<file path="src/rtl/rxsb_pkg.sv">
package rxsb_pkg;

  localparam int NSLOT   = 2;
  localparam int MIN_PAY = 60;
  localparam int HDR     = 8;
  localparam int OVERHD  = 12;

  typedef enum logic [1:0] {
    SLOT_EMPTY   = 2'd0,
    SLOT_LOADED  = 2'd1,
    SLOT_PENDING = 2'd2
  } slot_st_e;

  typedef enum logic [2:0] {
    W_IDLE, W_PAY, W_SKIP, W_PAD, W_FCS, W_PRE
  } wr_st_e;

  // one byte of reflected CRC-32, LSB-first
  function automatic logic [31:0] crc32_step(input logic [31:0] c, input logic [7:0] d);
    logic [31:0] r;
    r = c ^ {24'h0, d};
    for (int i = 0; i < 8; i++)
      r = r[0] ? ((r >> 1) ^ 32'hEDB88320) : (r >> 1);
    return r;
  endfunction

  function automatic logic [7:0] fcs_byte(input logic [31:0] c, input logic [1:0] k);
    logic [31:0] f;
    f = ~c;
    return 8'(f >> {k, 3'b000});
  endfunction

  function automatic logic [7:0] preamble_byte(input logic [2:0] k);
    return (k == 3'd7) ? 8'hD5 : 8'h55;
  endfunction

endpackage

</file>
<file path="src/rtl/rxsb_slot_regs.sv">
module rxsb_slot_regs
  import rxsb_pkg::*;
#(
  parameter int CNT_W = 12
) (
  input  logic                   clk,
  input  logic                   rst_n,
  input  logic                   sw_we,
  input  logic                   sw_slot,
  input  logic                   sw_field,
  input  logic [CNT_W-1:0]       sw_wdata,
  input  logic                   commit,
  input  logic                   commit_slot,
  input  logic [CNT_W-1:0]       commit_count,
  output logic [2*NSLOT-1:0]     slot_state,
  output logic [NSLOT*CNT_W-1:0] slot_count,
  output logic                   any_loaded,
  output logic                   any_pending,
  output logic                   sel_slot
);

  logic [1:0]       st_q  [NSLOT];
  logic [CNT_W-1:0] cnt_q [NSLOT];
  logic [NSLOT-1:0] loaded_v, pending_v;

  for (genvar s = 0; s < NSLOT; s++) begin : g_slot
    wire hit_hw = commit && (commit_slot == 1'(s));
    wire hit_sw = sw_we && (sw_slot == 1'(s));

    // hardware completion takes the whole slot over a same-cycle software write
    always_ff @(posedge clk) begin
      if (!rst_n) begin
        st_q[s]  <= SLOT_EMPTY;
        cnt_q[s] <= '0;
      end else if (hit_hw) begin
        st_q[s]  <= SLOT_PENDING;
        cnt_q[s] <= commit_count;
      end else if (hit_sw) begin
        if (sw_field) cnt_q[s] <= sw_wdata;
        else          st_q[s]  <= sw_wdata[1:0];
      end
    end

    assign loaded_v[s]  = (st_q[s] == SLOT_LOADED);
    assign pending_v[s] = (st_q[s] == SLOT_PENDING);
    assign slot_state[2*s +: 2]         = st_q[s];
    assign slot_count[CNT_W*s +: CNT_W] = cnt_q[s];
  end

  assign any_loaded  = |loaded_v;
  assign any_pending = |pending_v;
  assign sel_slot    = !loaded_v[0];

endmodule

</file>
<file path="src/rtl/rxsb_frame_writer.sv">
module rxsb_frame_writer
  import rxsb_pkg::*;
#(
  parameter int SLOT_BYTES = 2048,
  parameter int ADDR_W     = $clog2(SLOT_BYTES),
  parameter int CNT_W      = $clog2(SLOT_BYTES + 1)
) (
  input  logic              clk,
  input  logic              rst_n,
  input  logic              rx_valid,
  input  logic [7:0]        rx_data,
  input  logic              rx_sof,
  input  logic              rx_eof,
  input  logic              any_loaded,
  input  logic              sel_slot,
  output logic              idle,
  output logic              buf_we,
  output logic              buf_slot,
  output logic [ADDR_W-1:0] buf_addr,
  output logic [7:0]        buf_data,
  output logic              frame_start,
  output logic              commit,
  output logic              commit_slot,
  output logic [CNT_W-1:0]  commit_count
);

  localparam int LEN_W   = ADDR_W;
  localparam int MAX_PAY = SLOT_BYTES - OVERHD;

  wr_st_e      st_q;
  logic        slot_q;
  logic [LEN_W-1:0] len_q;
  logic [31:0] crc_q;
  logic [2:0]  idx_q;
  logic        ovf_q;

  wire room     = (32'(len_q) < MAX_PAY);
  wire pay_take = (st_q == W_PAY) && rx_valid && room;
  wire [ADDR_W-1:0] pay_addr = ADDR_W'(32'(len_q) + HDR);
  wire [ADDR_W-1:0] fcs_addr = ADDR_W'(32'(len_q) + HDR + 32'(idx_q));

  assign idle         = (st_q == W_IDLE);
  assign frame_start  = idle && rx_valid && rx_sof && any_loaded;
  assign commit       = (st_q == W_PRE) && (idx_q == 3'd7);
  assign commit_slot  = slot_q;
  assign commit_count = CNT_W'(32'(len_q) + OVERHD);

  always_comb begin
    buf_we   = 1'b0;
    buf_slot = slot_q;
    buf_addr = '0;
    buf_data = 8'h00;
    unique case (st_q)
      W_IDLE: if (frame_start) begin
        buf_we   = 1'b1;
        buf_slot = sel_slot;
        buf_addr = ADDR_W'(HDR);
        buf_data = rx_data;
      end
      W_PAY: if (pay_take) begin
        buf_we   = 1'b1;
        buf_addr = pay_addr;
        buf_data = rx_data;
      end
      W_PAD: begin
        buf_we   = 1'b1;
        buf_addr = pay_addr;
      end
      W_FCS: begin
        buf_we   = 1'b1;
        buf_addr = fcs_addr;
        buf_data = fcs_byte(crc_q, idx_q[1:0]);
      end
      W_PRE: begin
        buf_we   = 1'b1;
        buf_addr = ADDR_W'(idx_q);
        buf_data = preamble_byte(idx_q);
      end
      default: ;
    endcase
  end

  always_ff @(posedge clk) begin
    if (!rst_n) begin
      st_q   <= W_IDLE;
      slot_q <= 1'b0;
      len_q  <= '0;
      crc_q  <= '1;
      idx_q  <= '0;
      ovf_q  <= 1'b0;
    end else begin
      unique case (st_q)
        W_IDLE: if (rx_valid && rx_sof) begin
          if (any_loaded) begin
            slot_q <= sel_slot;
            len_q  <= LEN_W'(1);
            crc_q  <= crc32_step(32'hFFFF_FFFF, rx_data);
            ovf_q  <= 1'b0;
            st_q   <= rx_eof ? W_PAD : W_PAY;
          end else if (!rx_eof) begin
            st_q <= W_SKIP;
          end
        end
        W_PAY: if (rx_valid) begin
          if (room) begin
            len_q <= len_q + 1'b1;
            crc_q <= crc32_step(crc_q, rx_data);
          end else begin
            ovf_q <= 1'b1;
          end
          if (rx_eof) begin
            idx_q <= '0;
            if (ovf_q || !room)                   st_q <= W_IDLE;
            else if (32'(len_q) < MIN_PAY - 1)    st_q <= W_PAD;
            else                                  st_q <= W_FCS;
          end
        end
        W_SKIP: if (rx_valid && rx_eof) st_q <= W_IDLE;
        W_PAD: begin
          len_q <= len_q + 1'b1;
          crc_q <= crc32_step(crc_q, 8'h00);
          if (32'(len_q) == MIN_PAY - 1) begin
            st_q  <= W_FCS;
            idx_q <= '0;
          end
        end
        W_FCS: begin
          idx_q <= idx_q + 1'b1;
          if (idx_q == 3'd3) begin
            st_q  <= W_PRE;
            idx_q <= '0;
          end
        end
        W_PRE: begin
          idx_q <= idx_q + 1'b1;
          if (idx_q == 3'd7) st_q <= W_IDLE;
        end
        default: st_q <= W_IDLE;
      endcase
    end
  end

endmodule

</file>
<file path="src/rtl/rx_dual_slot_buf.sv">
module rx_dual_slot_buf
  import rxsb_pkg::*;
#(
  parameter  int SLOT_BYTES = 2048,
  localparam int CNT_W      = $clog2(SLOT_BYTES + 1),
  localparam int ADDR_W     = $clog2(SLOT_BYTES)
) (
  input  logic               clk,
  input  logic               rst_n,
  input  logic               rx_valid,
  input  logic [7:0]         rx_data,
  input  logic               rx_sof,
  input  logic               rx_eof,
  output logic               rx_avail,
  input  logic               sw_we,
  input  logic               sw_slot,
  input  logic               sw_field,
  input  logic [CNT_W-1:0]   sw_wdata,
  output logic [3:0]         slot_state_o,
  output logic [2*CNT_W-1:0] slot_count_o,
  output logic               buf_we,
  output logic               buf_slot,
  output logic [ADDR_W-1:0]  buf_addr,
  output logic [7:0]         buf_data,
  output logic               rx_irq
);

  logic             any_loaded, any_pending, sel_slot, wr_idle;
  logic             frame_start, commit, commit_slot;
  logic [CNT_W-1:0] commit_count;

  rxsb_slot_regs #(.CNT_W(CNT_W)) regs_i (
    .clk          (clk),
    .rst_n        (rst_n),
    .sw_we        (sw_we),
    .sw_slot      (sw_slot),
    .sw_field     (sw_field),
    .sw_wdata     (sw_wdata),
    .commit       (commit),
    .commit_slot  (commit_slot),
    .commit_count (commit_count),
    .slot_state   (slot_state_o),
    .slot_count   (slot_count_o),
    .any_loaded   (any_loaded),
    .any_pending  (any_pending),
    .sel_slot     (sel_slot)
  );

  rxsb_frame_writer #(
    .SLOT_BYTES (SLOT_BYTES),
    .ADDR_W     (ADDR_W),
    .CNT_W      (CNT_W)
  ) writer_i (
    .clk          (clk),
    .rst_n        (rst_n),
    .rx_valid     (rx_valid),
    .rx_data      (rx_data),
    .rx_sof       (rx_sof),
    .rx_eof       (rx_eof),
    .any_loaded   (any_loaded),
    .sel_slot     (sel_slot),
    .idle         (wr_idle),
    .buf_we       (buf_we),
    .buf_slot     (buf_slot),
    .buf_addr     (buf_addr),
    .buf_data     (buf_data),
    .frame_start  (frame_start),
    .commit       (commit),
    .commit_slot  (commit_slot),
    .commit_count (commit_count)
  );

  assign rx_avail = any_loaded && wr_idle;
  assign rx_irq   = any_pending;

endmodule

</file>
<file path="config.mk">
export PLATFORM = sky130hd
export DESIGN_NAME = rx_dual_slot_buf
export DESIGN_NICKNAME = d
export VERILOG_FILES = /design/src/rtl/rxsb_pkg.sv /design/src/rtl/rxsb_slot_regs.sv /design/src/rtl/rxsb_frame_writer.sv /design/src/rtl/rx_dual_slot_buf.sv
export SDC_FILE = /design/constraint.sdc
export NUM_CORES = 1
export LEC_CHECK = 0
export ABC_AREA = 1
export BUFFER_PORTS_ARGS = -buffer_cell sky130_fd_sc_hd__buf_2
export CAP_MARGIN = 20
export CORE_ASPECT_RATIO = 0.9
export CORE_MARGIN = 2
export CORE_UTILIZATION = 55
export DETAILED_ROUTE_END_ITERATION = 10
export PLACE_DENSITY_LB_ADDON = 0.2
export SYNTH_ARGS = -nofsm -noshare
export SYNTH_HDL_FRONTEND = slang
export SYNTH_SLANG_ARGS = --single-unit
</file>
<file path="constraint.sdc">
create_clock -name clk -period 5.4 [get_ports clk]
set_clock_uncertainty 0.05 [all_clocks]
set_input_delay 1.35 -clock clk [delete_from_list [all_inputs] [get_ports clk]]
set_output_delay 1.35 -clock clk [all_outputs]
set_load 0.1 [all_outputs]
</file>
# Yosys cells after proc, flatten, opt, wreduce, memory -nomap -nowiden
# Memory sizes are Yosys's and may differ from the RTL's.
# Cells that the tools add are included.
totals:
  register_bits: 51
  latch_bits: 0
  ram_bits: 28
  rom_bits: 0
  inputBits: 28
  out_inout_bits: 51
  wordCells: 206
  n_memories: 2
mem_list:
  columns: ["name", "words", "width", "read_ports", "rd_ports_with_merged_regs", "wr", "line_no", "source"]
  rows:
  - ["regs_i.cnt_q", 2, 12, 2, 0, 2, "rxsb_slot_regs.sv:23", "logic [CNT_W-1:0] cnt_q [NSLOT];"]
  - ["regs_i.st_q", 2, 2, 2, 0, 2, "rxsb_slot_regs.sv:22", "logic [1:0] st_q [NSLOT];"]
classes:
  n_addsub: 5
  multipliers: 0
  div_mod_pow: 0
  magnitude_cmp: 2
  eq_ne: 23
  n_shift: 1
  n_mux: 102
  n_bitwise: 37
  n_reduce_logical: 28
ops:
  columns: ["operator", "n"]
  rows:
  - ["2-to-1 mux 32 bit", 28]
  - ["inverter 13 -> 14 bit", 24]
  - ["one-hot mux 32 bit (3 select lines)", 1]
  - ["2-to-1 mux 11 bit", 5]
  - ["one-hot mux 11 bit (5 select lines)", 1]
  - ["2-to-1 mux 12 bit", 4]
  - ["2-to-1 mux 3 bit", 15]
  - ["2-to-1 mux 1 bit", 33]
  - ["one-hot mux 11 bit (3 select lines)", 1]
  - ["inverter 32 bit", 1]
  - ["inverter 8 -> 32 bit", 1]
  - ["one-hot mux 8 bit (4 select lines)", 1]
  - [">> shifter 32 x 5 -> 8 bit", 1]
  - ["bitwise XOR 32 x 8 -> 32 bit", 1]
  - ["2-to-1 mux 8 bit", 3]
  - ["one-hot mux 3 bit (6 select lines)", 1]
  - ["logical AND 1 bit", 13]
  - ["adder 11 x 4 -> 12 bit, second input constant", 1]
  - ["one-hot mux 3 bit (4 select lines)", 1]
  - ["adder 11 x 1 -> 11 bit, second input constant", 1]
  - ["adder 11 x 3 -> 11 bit", 1]
  - ["adder 11 x 4 -> 11 bit, second input constant", 1]
  - ["== test 11 x 6 -> 1 bit, second input constant", 1]
  - ["< comparator 11 bit, second input constant", 1]
  - ["other kinds (28)", 57]

# Longest topological paths before layout
logic_depth:
  word_depth: 20
  depth_mapped: 15
  mapped_depth_nobuf: 14

# Cells and area by module
# A second synthesis with hierarchy kept.
hier_totals:
  hier_cells: 1224
  hier_area_um2: 7584.8
by_module_without_submodules:
  columns: ["module", "instances", "cells_per_inst", "area_per_inst_um2", "seq_area_each_um2"]
  rows:
  - ["rxsb_frame_writer", 1, 1078, 6170.9, 1021.0]
  - ["rxsb_slot_regs", 1, 144, 1406.3, 840.8]
  - ["rx_dual_slot_buf", 1, 2, 7.5, 0.0]

# Worst setup path before layout
# Ideal clock, no wire load.
synth_timing:
  path_type: "register -> output"
  from: "memory regs_i.st_q[1][0]"
  to: "output port buf_we"
  t_arrival_ps: 4812
  required_ps: 4000
  setup_slack_ps: -812
  stages_incl_launch_ff: 9
  n_path_buf: 0
  path_cell_list: "edfxtp_1 -> inv_1 -> o21ai_0 -> inv_1 -> nor2_1 -> nand2_1 -> o21ai_0 -> clkinv_1 -> a22oi_1"
synth_lines:
  columns: ["element", "line_no", "source"]
  rows:
  - ["start, declared", "rxsb_slot_regs.sv:22", null]
  - ["end, declared", "rx_dual_slot_buf.sv:21", "output logic buf_we,"]

# Worst setup path after layout
layout_timing:
  from: "register writer_i.len_q[3]"
  to: "output port buf_data[6]"
layout_between:
  elab_chain_cells: 4
layout_lines:
  columns: ["element", "line_no", "source"]
  rows:
  - ["start, declared", "rxsb_frame_writer.sv:32", "logic [LEN_W-1:0] len_q;"]
  - ["start signal, assigned", "rxsb_frame_writer.sv:106", "len_q <= len_q + 1'b1;"]
  - ["start signal, assigned", "rxsb_frame_writer.sv:120", "len_q <= len_q + 1'b1;"]
  - ["< comparator 11 bit", "rxsb_frame_writer.sv:37", "wire room = (32'(len_q) < MAX_PAY);"]
  - ["logical AND 1 bit", "rxsb_frame_writer.sv:38", "wire pay_take = (st_q == W_PAY) && rx_valid && room;"]
  - ["2-to-1 mux 8 bit", "rxsb_frame_writer.sv:60", "W_PAY: if (pay_take) begin"]
  - ["one-hot mux 8 bit (4 select lines)", "rxsb_frame_writer.sv:53", "unique case (st_q)"]
  - ["end, declared", "rx_dual_slot_buf.sv:24", "output logic [7:0] buf_data,"]
# Every way passes these cells.

==> results.md <==
Timing:
- The max-slew violation count is 0.
- The total count of hold-check failures in the final report came to 0.
- Summed over all failing endpoints, the final setup total negative slack is 0 ps.
- The fmax is 219 MHz.
- The measured slew at the worst slew-check pin is 927 ps.
- The worst pin sits at a relative slew slack of 38.2%.
- The final worst setup slack is 835 ps.
- The share of the cycle needed by the critical path after routing is 84.5%.
- The routed design could run at a clock period as short as 4570 ps.
- Setup violations remaining at the end of the flow were counted as 0.
- Setup repair after global routing left no endpoint under its margin.
- Hold timing on the final database bottoms out at a slack of 436 ps.

Pwr:
- The worst ir drop on vdd is 0.000516 V.
- The power per cell area is 561 mW/mm2.
- In this run the static leakage power is 0.00411 uW.

CTS:
- TritonCTS built the clock tree.
- The number of sinks handled by clock tree synthesis is 79.
- The longest clock path from root to sink contains 2 buffers.
- The number of buffers inserted by post-CTS setup repair is 0.
- The clock latency reported for the late side of the worst-skew pair is 360 ps.
- Buffers inserted during clock tree synthesis total 9.
- The number of gates resized after cts is 0.
- The buffer type at the clock tree root is sky130_fd_sc_hd__clkbuf_16.
- Buffers inserted to repair hold after CTS numbered 0.
- The clock-pin slew on the worst setup and hold paths is 60 ps.
- The clock tree synthesis step divided the H-tree into 3 levels.

Critical path:
- STA classifies the critical path endpoint as a primary output.
- The type of the worst setup path is reg2out.
- The data required time at the worst endpoint is 4000 ps.
- The arrival time at the worst endpoint is 3170 ps.
- The critical path launch point type is a register.
- Along the worst path, the maximum fanout reaches 9.

Final layout:
- The number of antenna diodes in the final layout is 0.
- The utilization after layout is 62.4%.
- Counting the fill cells in the layout gives 1297.
- The final-stage net count is 1322.
- For this run, the number of standard cells in the final layout without fillers is 1452.
- The share of cells above drive strength 1 is 10.2%.
- The area growth from synthesis to layout is 11.4%.
- The multi-input combinational cells in the finished layout cover a total of 0.00487 mm2.
- Registers take 0.00186 mm2.

Placed design:
- The total instance count after detailed placement is 1435.
- The number of input and output port buffers inserted is 78.
- The congestion estimate from routability-driven global placement came to 1.05.
- Before CTS, the worst setup slack after placement is 888 ps.
- The sum of net half-perimeters after detailed placement is 18.9 mm.

Global routing:
- Summed over all layers, the global routing overflow is 0.
- Entering global routing, the biggest net connects 53 pins.
- Across every metal layer, demand over resource in global routing totals 35.9%.
- The number of global-route vias before repair was 7266.
- The initial antenna violation count is 0.
- The first global-routing pass estimated 40.4 mm of wire.

Logic synthesis:
- For this run, the number of Yosys warnings is 0.
- The post-synthesis sequential area ratio is 25.0%.
- The average cell area after synthesis is 6.04 um2.
- The cell count after synthesis came out at 1234.
- The synthesized flop and latch total is 79.
- The number of different library cells in the post-synthesis netlist is 38.
- The cell area that synthesis handed to floorplanning was 0.00745 mm2.
- The number of nets produced by synthesis is 1277.

Status:
- The run finished with clean final reports.

Routing:
- The count of vias placed by the detailed router is 8552.
- After detailed routing, the number of vias per cell comes to 5.89.
- The total DRC errors in the routed layout is 0.
- The number of iterations in the first detailed-routing pass is 6.
- Dividing the detail-routed wire length by the instance count gives 18.1 um.
- The iteration-0 DRC count of the detailed router is 1240.
- The routed design has 26.3 mm of wire.
- The number of nets with antenna violations after detailed routing is 0.

Die:
- The die width is 127 um.
- Once the floorplan was initialized, standard cells occupied 56.0% of the core.
- For this design the top-level I/O count stands at 79.
- The floorplan step defined a die boundary enclosing 0.0145 mm2.
- From bottom edge to top edge, the die measures 114 um.
- The core area is 0.0133 mm2.
- The floorplan has 40 rows.

Min path:
- The min-delay analysis places its worst path in the category reg2reg.

Run:
- The max-capacitance violation count is 0.
cells in the mapped netlist:
cell type	number	area share, %
sky130_fd_sc_hd__buf_1	2	0.10
sky130_fd_sc_hd__buf_6	3	0.45
sky130_fd_sc_hd__o2111ai_1	1	0.12
sky130_fd_sc_hd__nand3b_1	4	0.40
sky130_fd_sc_hd__nand2_2	10	0.84
sky130_fd_sc_hd__fa_1	1	0.27
sky130_fd_sc_hd__nor2_1	86	4.3
sky130_fd_sc_hd__buf_4	5	0.50
sky130_fd_sc_hd__nand4_1	8	0.67
sky130_fd_sc_hd__buf_2	24	1.6
sky130_fd_sc_hd__nor2_4	2	0.30
sky130_fd_sc_hd__o22ai_1	24	2.0
sky130_fd_sc_hd__nand4_2	1	0.17
sky130_fd_sc_hd__dfxtp_1	51	14
sky130_fd_sc_hd__nor2_2	1	0.084
sky130_fd_sc_hd__o21ai_1	3	0.20
sky130_fd_sc_hd__ha_1	14	2.3
sky130_fd_sc_hd__xor2_1	65	7.6
sky130_fd_sc_hd__inv_1	117	5.9
sky130_fd_sc_hd__nand3_1	111	7.5
sky130_fd_sc_hd__nor3_1	10	0.67
sky130_fd_sc_hd__nand2_1	449	23
sky130_fd_sc_hd__xnor2_1	21	2.5
sky130_fd_sc_hd__or2_2	7	0.59
sky130_fd_sc_hd__edfxtp_1	28	11
sky130_fd_sc_hd__a21oi_1	73	4.9
sky130_fd_sc_hd__clkbuf_1	15	0.76
sky130_fd_sc_hd__a211oi_1	7	0.70
sky130_fd_sc_hd__o211ai_1	14	1.4
sky130_fd_sc_hd__o221ai_1	4	0.47
sky130_fd_sc_hd__o21ai_0	55	3.7
sky130_fd_sc_hd__clkinv_1	4	0.20
sky130_fd_sc_hd__a22oi_1	1	0.10
sky130_fd_sc_hd__inv_2	6	0.30
sky130_fd_sc_hd__o31ai_1	1	0.10
sky130_fd_sc_hd__o32ai_1	4	0.47
sky130_fd_sc_hd__o21ai_2	1	0.12
sky130_fd_sc_hd__clkbuf_2	1	0.067
worst max-delay path, stage by stage (launching register included):
cell and delay, ps:
sky130_fd_sc_hd__dfxtp_1 550, sky130_fd_sc_hd__inv_1 180, sky130_fd_sc_hd__ha_1 270, sky130_fd_sc_hd__inv_1 70, sky130_fd_sc_hd__o21ai_2 90, sky130_fd_sc_hd__nand4_2 180, sky130_fd_sc_hd__nand2_1 140, sky130_fd_sc_hd__o21ai_0 180
sky130_fd_sc_hd__clkinv_1 330, sky130_fd_sc_hd__o211ai_1 340, sky130_fd_sc_hd__buf_2 470
final cells by class:
type	instances	area share (%)
multi-input combinational	978	58.6
tap	168	2.53
timing repair buffer	84	7.23
clock buffer	9	2.71
clock inverter	7	0.723
inverter	127	5.74
sequential	79	22.4
cell usage in the layout, fill, tap and decap left out, drive strengths merged, types with 14 or more instances in the layout:
master / count
a21oi: 73
buf: 84
dfxtp: 51
edfxtp: 28
ha: 14
inv: 127
nand2: 459
nand3: 111
nor2: 89
o211ai: 14
o21ai: 59
o22ai: 24
xnor2: 21
xor2: 65
power breakdown:
part / internal, uW / switching, uW
logic: 849 / 2230
registers: 750 / 224
clock network: 321 / 286
cells by family after synthesis:
| group | synth area share, % |
|---|---|
| XOR/XNOR | 10.1 |
| AO/OA/AOI/OAI | 14.3 |
| flip-flops | 25.0 |
| adder cells (fa/ha/maj) | 2.62 |
| buffers and inverters | 9.89 |
| AND/OR/NAND/NOR | 38.1 |
final timing paths:
path,from,end,slack [ps],cells after the start
max reg2reg,writer_i.st_q[2]$_SDFFE_PN0P_,writer_i.crc_q[7]$_SDFFE_PN1P_,2090,10
min reg2reg,writer_i.ovf_q$_SDFFE_PN0P_,writer_i.ovf_q$_SDFFE_PN0P_,440,2
max,writer_i.len_q[3]$_SDFFE_PN0P_,buf_data[6],830,10
min,writer_i.ovf_q$_SDFFE_PN0P_,writer_i.ovf_q$_SDFFE_PN0P_,440,2
state kept, by name, summed over array words and instances, names as in the netlist:
name                  count
writer_i.ovf_q            1
regs_i.cnt_q             24
writer_i.commit_slot      1
writer_i.idx_q            3
writer_i.crc_q           32
writer_i.len_q           11
regs_i.st_q               4
writer_i.st_q             3
routing by layer:
layer  up-vias  part of all wire (%)  track usage [%]
met5         -                     0                0
met4         0                   2.8             13.5
met3        68                    13             8.41
met2       551                    41             50.3
met1      3847                    43             53.4
li1       4086                     -                -
metrics by stage:
stage | instance area [um2] | total power (uW)
floorplan | 7470 | 3260
global placement | 8010 | 3890
detailed placement | 8010 | 3930
CTS | 8300 | 4550
global route | 8310 | 4950
finish | 8310 | 4660
No activity file was read; power rests on OpenSTA's default activity.
